`src/rtl/wbag_pkg.sv`:
```
package wbag_pkg;
    localparam int STRB_W = 4;
    localparam logic [STRB_W-1:0] STRB_FULL = 4'b1111;
    localparam logic [STRB_W-1:0] STRB_LOW  = 4'b0011;
    localparam logic [STRB_W-1:0] STRB_HIGH = 4'b1100;

    typedef enum logic [1:0] {
        ST_IDLE = 2'd0,
        ST_EMIT = 2'd1,
        ST_DONE = 2'd2
    } wbag_state_e;
endpackage

```
`src/rtl/wbag_cfg_check.sv`:
```
module wbag_cfg_check #(
    parameter int DIM_W        = 16,
    parameter int MAX_LINES    = 4088,
    parameter int MAX_PIX_WIDE = 1920
) (
    input  logic [1:0]         base_lo,
    input  logic [3:0]         pitch_lo,
    input  logic [2*DIM_W-1:0] dim,
    input  logic               pix16,
    output logic [DIM_W-1:0]   width,
    output logic [DIM_W-1:0]   height,
    output logic               cfg_ok
);
    localparam logic [DIM_W-1:0] LIM_H   = DIM_W'(MAX_LINES);
    localparam logic [DIM_W-1:0] LIM_W32 = DIM_W'(MAX_PIX_WIDE);
    localparam logic [DIM_W-1:0] LIM_W16 = DIM_W'(2 * MAX_PIX_WIDE);

    logic align_ok;
    logic dims_ok;

    always_comb begin
        width    = dim[DIM_W-1:0];
        height   = dim[2*DIM_W-1:DIM_W];
        align_ok = (base_lo == 2'b00) && (pitch_lo == 4'b0000);
        dims_ok  = (width != '0) && (height != '0) && (height <= LIM_H) &&
                   (width <= (pix16 ? LIM_W16 : LIM_W32));
        cfg_ok   = align_ok && dims_ok;
    end
endmodule

```
`src/rtl/wbag_walker.sv`:
```
module wbag_walker
    import wbag_pkg::*;
#(
    parameter int ADDR_W  = 32,
    parameter int PITCH_W = 16,
    parameter int DIM_W   = 16
) (
    input  logic                clk,
    input  logic                rst_n,
    input  logic                load,
    input  logic                adv,
    input  logic [ADDR_W-3:0]   base_word,
    input  logic [PITCH_W-3:0]  pitch_word,
    input  logic [DIM_W-1:0]    width,
    input  logic [DIM_W-1:0]    height,
    input  logic                pix16,
    output logic [ADDR_W-1:0]   addr,
    output logic [STRB_W-1:0]   strb,
    output logic                last_px,
    output logic                last_line,
    output logic [DIM_W-1:0]    lines_done
);
    logic [ADDR_W-3:0]  line_word;
    logic [DIM_W:0]     px_half;
    logic [DIM_W-1:0]   x_cnt;
    logic [DIM_W-1:0]   wid_q;
    logic [DIM_W-1:0]   hgt_q;
    logic [PITCH_W-3:0] pitch_q;
    logic               p16_q;
    logic [DIM_W:0]     step;
    logic [ADDR_W-3:0]  word_addr;

    always_comb begin
        step      = p16_q ? (DIM_W+1)'(1) : (DIM_W+1)'(2);
        word_addr = line_word + (ADDR_W-2)'(px_half[DIM_W:1]);
        addr      = {word_addr, 2'b00};
        strb      = !p16_q ? STRB_FULL : (px_half[0] ? STRB_HIGH : STRB_LOW);
        last_px   = (x_cnt == wid_q - 1'b1);
        last_line = (lines_done == hgt_q - 1'b1);
    end

    always_ff @(posedge clk or negedge rst_n) begin
        if (!rst_n) begin
            line_word  <= '0;
            px_half    <= '0;
            x_cnt      <= '0;
            lines_done <= '0;
            wid_q      <= '0;
            hgt_q      <= '0;
            pitch_q    <= '0;
            p16_q      <= 1'b0;
        end else if (load) begin
            line_word  <= base_word;
            px_half    <= '0;
            x_cnt      <= '0;
            lines_done <= '0;
            wid_q      <= width;
            hgt_q      <= height;
            pitch_q    <= pitch_word;
            p16_q      <= pix16;
        end else if (adv) begin
            if (last_px) begin
                line_word  <= line_word + (ADDR_W-2)'(pitch_q);
                px_half    <= '0;
                x_cnt      <= '0;
                lines_done <= lines_done + 1'b1;
            end else begin
                px_half <= px_half + step;
                x_cnt   <= x_cnt + 1'b1;
            end
        end
    end

    // the line count only steps by one or returns to zero
    p_prog_step_r7: assert property (@(posedge clk) disable iff (!rst_n)
        (lines_done != $past(lines_done)) |->
            (lines_done == $past(lines_done) + DIM_W'(1)) || (lines_done == '0));

    // the line count never passes the latched height
    p_prog_bound_r7: assert property (@(posedge clk) disable iff (!rst_n)
        !load |-> (lines_done <= hgt_q));
endmodule

```
`src/rtl/wb_raster_agen.sv`:
```
module wb_raster_agen
    import wbag_pkg::*;
#(
    parameter int ADDR_W       = 32,
    parameter int PITCH_W      = 16,
    parameter int DIM_W        = 16,
    parameter int MAX_LINES    = 4088,
    parameter int MAX_PIX_WIDE = 1920
) (
    input  logic                 clk,
    input  logic                 rst_n,
    input  logic                 start,
    input  logic [ADDR_W-1:0]    cfg_base,
    input  logic [PITCH_W-1:0]   cfg_pitch,
    input  logic [2*DIM_W-1:0]   cfg_dim,
    input  logic                 cfg_pix16,
    output logic                 req_valid,
    input  logic                 req_ready,
    output logic [ADDR_W-1:0]    req_addr,
    output logic [STRB_W-1:0]    req_strb,
    output logic                 busy,
    output logic                 done,
    output logic                 err,
    output logic [DIM_W-1:0]     lines_done
);
    wbag_state_e state_q, state_d;

    logic [DIM_W-1:0] width, height;
    logic cfg_ok, go, reject, hs, last_px, last_line;

    wbag_cfg_check #(
        .DIM_W(DIM_W), .MAX_LINES(MAX_LINES), .MAX_PIX_WIDE(MAX_PIX_WIDE)
    ) u_check (
        .base_lo(cfg_base[1:0]), .pitch_lo(cfg_pitch[3:0]), .dim(cfg_dim),
        .pix16(cfg_pix16), .width(width), .height(height), .cfg_ok(cfg_ok)
    );

    wbag_walker #(
        .ADDR_W(ADDR_W), .PITCH_W(PITCH_W), .DIM_W(DIM_W)
    ) u_walk (
        .clk(clk), .rst_n(rst_n), .load(go), .adv(hs),
        .base_word(cfg_base[ADDR_W-1:2]), .pitch_word(cfg_pitch[PITCH_W-1:2]),
        .width(width), .height(height), .pix16(cfg_pix16),
        .addr(req_addr), .strb(req_strb), .last_px(last_px),
        .last_line(last_line), .lines_done(lines_done)
    );

    always_comb begin
        go      = start && (state_q == ST_IDLE) && cfg_ok;
        reject  = start && (state_q == ST_IDLE) && !cfg_ok;
        hs      = req_valid && req_ready;
        state_d = state_q;
        unique case (state_q)
            ST_IDLE: if (go) state_d = ST_EMIT;
            ST_EMIT: if (hs && last_px && last_line) state_d = ST_DONE;
            ST_DONE: state_d = ST_IDLE;
            default: state_d = ST_IDLE;
        endcase
    end

    always_ff @(posedge clk or negedge rst_n) begin
        if (!rst_n) state_q <= ST_IDLE;
        else        state_q <= state_d;
    end

    always_ff @(posedge clk or negedge rst_n) begin
        if (!rst_n)      err <= 1'b0;
        else if (go)     err <= 1'b0;
        else if (reject) err <= 1'b1;
    end

    always_comb begin
        req_valid = (state_q == ST_EMIT);
        busy      = (state_q != ST_IDLE);
        done      = (state_q == ST_DONE);
    end

    // an offered request holds until taken
    p_hold_r6: assert property (@(posedge clk) disable iff (!rst_n)
        (req_valid && !req_ready) |=>
            (req_valid && $stable(req_addr) && $stable(req_strb)));

    // a legal start leads to a request and a cleared line count
    p_first_r2: assert property (@(posedge clk) disable iff (!rst_n)
        (start && !busy && cfg_ok) |=> (req_valid && lines_done == '0));

    // an illegal start raises the flag and emits nothing
    p_reject_r8: assert property (@(posedge clk) disable iff (!rst_n)
        (start && !busy && !cfg_ok) |=> (err && !req_valid && !busy));

    // the completion pulse is followed by idle
    p_done_r11: assert property (@(posedge clk) disable iff (!rst_n)
        done |=> (!done && !busy));
endmodule

```
`config.mk`:
```
export PLATFORM = sky130hd
export DESIGN_NAME = wb_raster_agen
export DESIGN_NICKNAME = d
export VERILOG_FILES = /design/src/rtl/wbag_pkg.sv /design/src/rtl/wbag_cfg_check.sv /design/src/rtl/wbag_walker.sv /design/src/rtl/wb_raster_agen.sv
export SDC_FILE = /design/constraint.sdc
export NUM_CORES = 1
export LEC_CHECK = 0
export ABC_CLOCK_PERIOD_IN_PS = 7780
export BUFFER_PORTS_ARGS = -buffer_cell sky130_fd_sc_hd__buf_4
export CAP_MARGIN = 20
export CORE_ASPECT_RATIO = 0.8
export CORE_UTILIZATION = 60
export CTS_CLUSTER_DIAMETER = 200
export DETAILED_ROUTE_END_ITERATION = 6
export GPL_TIMING_DRIVEN = 0
export PLACE_DENSITY = 0.84
export REMOVE_ABC_BUFFERS = 1
export SYNTH_ARGS = -nofsm -noshare
export SYNTH_HDL_FRONTEND = slang
export SYNTH_SLANG_ARGS = --single-unit
```
`constraint.sdc`:
```
create_clock -name clk -period 7.78 [get_ports clk]
set_input_delay 1.556 -clock clk [delete_from_list [all_inputs] [get_ports clk]]
set_output_delay 1.556 -clock clk [all_outputs]
set_load 0.03 [all_outputs]
```
* Word level (Yosys, flattened, before mapping)
Index checks and enable logic that the tools add are counted.
Storage, ports and cells: register bits 129, input bits 85, output and inout port bits 56
Operators by class: $add $sub $neg 7, $lt $le $gt $ge 2, equality and inequality tests 6, muxes and demuxes 21, reduce and logical (&&, ||, !) cells 23
Operators by type and width (count):
- $mux W16 | 6
- $mux W30 | 3
- $mux W17 | 3
- $add A16 B1 Y16 const B | 2
- $eq A16 B16 Y1 | 2
- $reduce_bool A16 Y1 | 2
- $sub A16 B1 Y16 const B | 2
- $add A30 B14 Y30 | 1
- $add A30 B16 Y30 | 1
- $add A17 B17 Y17 | 1
- $le A16 B12 Y1 const B | 1
- $le A16 B16 Y1 | 1
- $mux W12 | 1
- $logic_and A1 B1 Y1 | 11
- $mux W4 | 2
- $reduce_bool A2 Y1 | 4
- $mux W2 | 3
- $logic_not A2 Y1 | 2
- $logic_not A4 Y1 | 1
- $pmux W2 S2 | 1
- $reduce_and A2 Y1 | 2
- $eq A2 B1 Y1 const B | 1
- $eq A2 B2 Y1 const B | 1
- $mux W1 | 2
- other kinds (3) | 3

* Longest topological paths before layout
depth after elaboration 9, mapped depth 14

* Modules after synthesis
Synthesis repeated with hierarchy kept, for this count alone.
Second synthesis, totals: cell total of the unflattened synthesis 1015, area, all modules 9313.9 µm²
By module, submodules not included:
- wbag_walker | instances 1, cells each 939, area each 8702.1 µm²
- wbag_cfg_check | instances 1, cells each 60, area each 446.7 µm²
- wb_raster_agen | instances 1, cells each 16, area each 165.2 µm²

* Least setup slack after synthesis
OpenSTA, ideal clock, no wires.
path type register to output, start point register u_walk.px_half[1], end point output port req_addr[26], arrival time 2.943 ns, required time 6.224 ns, setup slack 3.281 ns, stages on the path, launching flop included 12, path buffers 0, path through dfrtp_1 > ha_1 > inv_1 > fa_1 > nor2b_1 > o31a_1 > nor4_1 > o311ai_0 > a31o_2 > a21oi_1 > nor3_1 > xnor2_1
On the way: cells in the longest elaborated chain, start to end 1
RTL lines:
- start, declared | RTL line wbag_walker.sv:24 | logic [DIM_W:0] px_half;
- start signal, assigned | RTL line wbag_walker.sv:68 | px_half <= px_half + step;
- $add A30 B16 Y30 | RTL line wbag_walker.sv:35 | word_addr = line_word + (ADDR_W-2)'(px_half[DIM_W:1]);
- end, declared | RTL line wb_raster_agen.sv:19 | output logic [ADDR_W-1:0] req_addr,
No other way between the ends.

* Final worst setup path
start point register u_walk.px_half[1], end point output port req_addr[28]
Same word-level chain as after synthesis.

==> impl_metrics.ini <==
[critical_path]
start_kind = register
slowest_stage = a21oi_1
crit_buf_inv = 2
cp_cell_sequence = ha_1 -> inv_1 -> fa_1 -> nor2b_1 -> o31a_1 -> nor4_1 -> o311ai_0 -> a31o_2 -> a21oi_1 -> nor3_1 -> xor2_1 -> buf_4
required_ns = 6.22
max_stage_delay_ns = 0.57
crit_type = reg2out
critPathArrivalTime_ns = 3.92
crit_family = compound AO/OA/AOI/OAI gates
cp-end-kind = output pin
crit_fanout = 7

[placed_design]
port_buffers = 138
gp_congestion = 0.882
dp_hpwl_mm = 15.9
dpl_worst_slack_ns = 2.92
placed_cells_incl_taps = 1338

[cells_and_area]
nets = 1301
area_growth_pct = 20.6
regArea_sq_um = 3230
fin_util_pct = 74.8
layout_commonest_cell = nand2_1
multi_input_area_sq_um = 5360
drive_above_1_share_pct = 17.6
fill_cells = 1060
final_cell_mix = nand2_1 (143), buf_4 (142), dfrtp_1 (129), nor2_1 (113), a21oi_1 (65)
antenna_cells = 0
fin_cells = 1369

[die]
core-area_sq_um = 14400
initial_utilization_pct = 62.0
die_w_um = 139
boundaryPins = 141
die_y_um = 111
num_rows = 39
die-area_sq_um = 15400

[clock_tree]
cts_max_level = 4
path_clk_slew_ns = 0.06
cts_tree = yes
postCtsHoldBufs = 0
postCtsSetupRepairBufs = 0
cts.path.max_buffers = 2
cts_buffers = 17
cts-root-buf = clkbuf_16
clk_latency_ns = 0.43
cts_sinks = 129
cts_resized = 0

[sta]
tns_ns = 0
finalCriticalPeriod_ns = 5.47
relSlewSlack_pct = 29.2
fin_ws_ns = 2.31
hold_violations = 0
min_period_over_period_pct = 70.3
drv_slew = 0
final-setup-viol-count = 0
fin_hold_ws_ns = 0.486
skew_ns = 0.00674
fmax_mhz = 183
rsz0062_at_grt = false
worst_pin_slew_ns = 1.05

[logic_synthesis]
synth_area_leader_cell = dfrtp_1
synth_area_leaders = dfrtp_1 (36%), xnor2_1 (6.1%), nand2_1 (6.0%)
yosysTopAreaCellShare_pct = 36.0
async_flop_share_pct = 100
syn_area_sq_um = 8950
synth.distinct_cells = 76
synthCells = 1052
ys_seq_area_share_pct = 36.0
syn_area_per_cell_sq_um = 8.51
synth_warnings = 0
synth_edf_count = 0
synth-seq-cells = 129
synthFlopType = dfrtp_1

[global_route]
grt_overflow = 0
antenna_found_initial = 0
grt_usage_pct = 30.5
grt_pass1_wl_mm = 37.7
grt_max_degree = 81
grt_pass1_vias = 7811

[hold_path]
hold_path_class = reg2reg

[drt]
drtIter0Drc = 561
wl_mm = 22.4
vias = 8161
drc = 18
wire_per_inst_um = 16.3
postRouteAntennaNets = 0
viasPerCell = 5.96
first_pass_iters = 7

[outcome]
status = finished, violations left
failed_checks = design-rule violations

[pwr]
ir_drop_uv = 161
power.density_nw_per_um2 = 203
p_leak_nw = 5.20

[run]
maxCapViolCount = 0
[cell families (layout without fill, tap and decap cells)]
logic type                 Yosys count  count (layout)  synth area share, %
and+or+nand+nor                    471             471                 26.6
muxes                                7               7                0.796
other                                1               2               0.0419
adders and majority gates           43              43                 6.26
AOI/OAI and AO/OA                  208             208                 15.6
DFF                                129             129                 36.0
xor gates and xnor gates           105             105                 10.4
buffers and inverters               88             220                 4.28
[power breakdown]
part | switching, mW | internal, mW
clock network | 0.298 | 0.591
registers | 0.0668 | 0.714
logic | 0.314 | 0.210
total | 0.679 | 1.51
[layout make-up]
class	instances	area share, %
Multi-Input combinational cell	836	49.7
Sequential cell	129	29.9
Timing Repair Buffer	148	10.8
Clock buffer	21	4.36
Tap cell	184	2.13
Clock inverter	10	1.68
Inverter	41	1.43
[registers in the layout, summed over array words and instances (netlist names)]
register	cells
u_walk.hgt_q	16
state_q	2
u_walk.lines_done	16
u_walk.x_cnt	16
u_walk.wid_q	16
u_walk.px_half	17
u_walk.pitch_q	14
u_walk.p16_q	1
err	1
u_walk.line_word	30
[synth_stat cells (10+ instances only)]
library cell    n
clkbuf_1       28
o21ai_0        37
o211ai_1       17
nand4_1        20
nand2_1       143
xor2_1         42
xnor2_1        62
nor3_1         28
nor4_1         20
dfrtp_1       129
or4_1          12
and2_1         10
nand2b_1       10
nand3_1        29
or3_1          10
nor2b_1        17
o21a_1         23
inv_1          41
ha_1           40
a21oi_1        65
and3_1         23
nor2_1        113
[worst paths after layout]
path / cells after the start / start / slack, ns / to
worst max-delay path: 12 / u_walk.px_half[1] / 2.31 / req_addr[28]
worst min-delay path: 2 / u_walk.pitch_q[3] / 0.49 / u_walk.pitch_q[3]
worst max register to register: 11 / u_walk.wid_q[0] / 3.38 / u_walk.x_cnt[6]
worst min register to register: 2 / u_walk.pitch_q[3] / 0.49 / u_walk.pitch_q[3]
max in group asynchronous: 2 / rst_n / 5.97 / u_walk.hgt_q[6]
min in group asynchronous: 1 / rst_n / 1.06 / u_walk.pitch_q[2]
[per-stage QoR]
step	instance area [sq um]	power [mW]
2_1_floorplan	8730	1.10
3_3_place_gp	10000	1.28
3_5_place_dp	10100	1.31
4_1_cts	10800	2.20
5_1_grt	10800	2.28
6_report	10800	2.19
[layer usage]
layer	track usage, %	vias up	share of wire (%)
li1	-	3961	-
met4	8.84	0	1.2
met1	41.6	3888	46
met5	0	-	0
met2	49.1	289	46
met3	6.35	23	6.7
[worst reg2reg max path, cell delays in order (launching register included)]
cell and delay (ns):
dfrtp_1 0.42, inv_1 0.10, ha_1 0.19, or4b_4 0.54, o21a_1 0.21, or4_1 0.46
o211a_2 0.17, nor4_2 0.92, nand2b_1 0.74, buf_8 0.26, o211ai_1 0.11, o21a_1 0.17
Note: power is estimated with default switching activity, not from simulation.
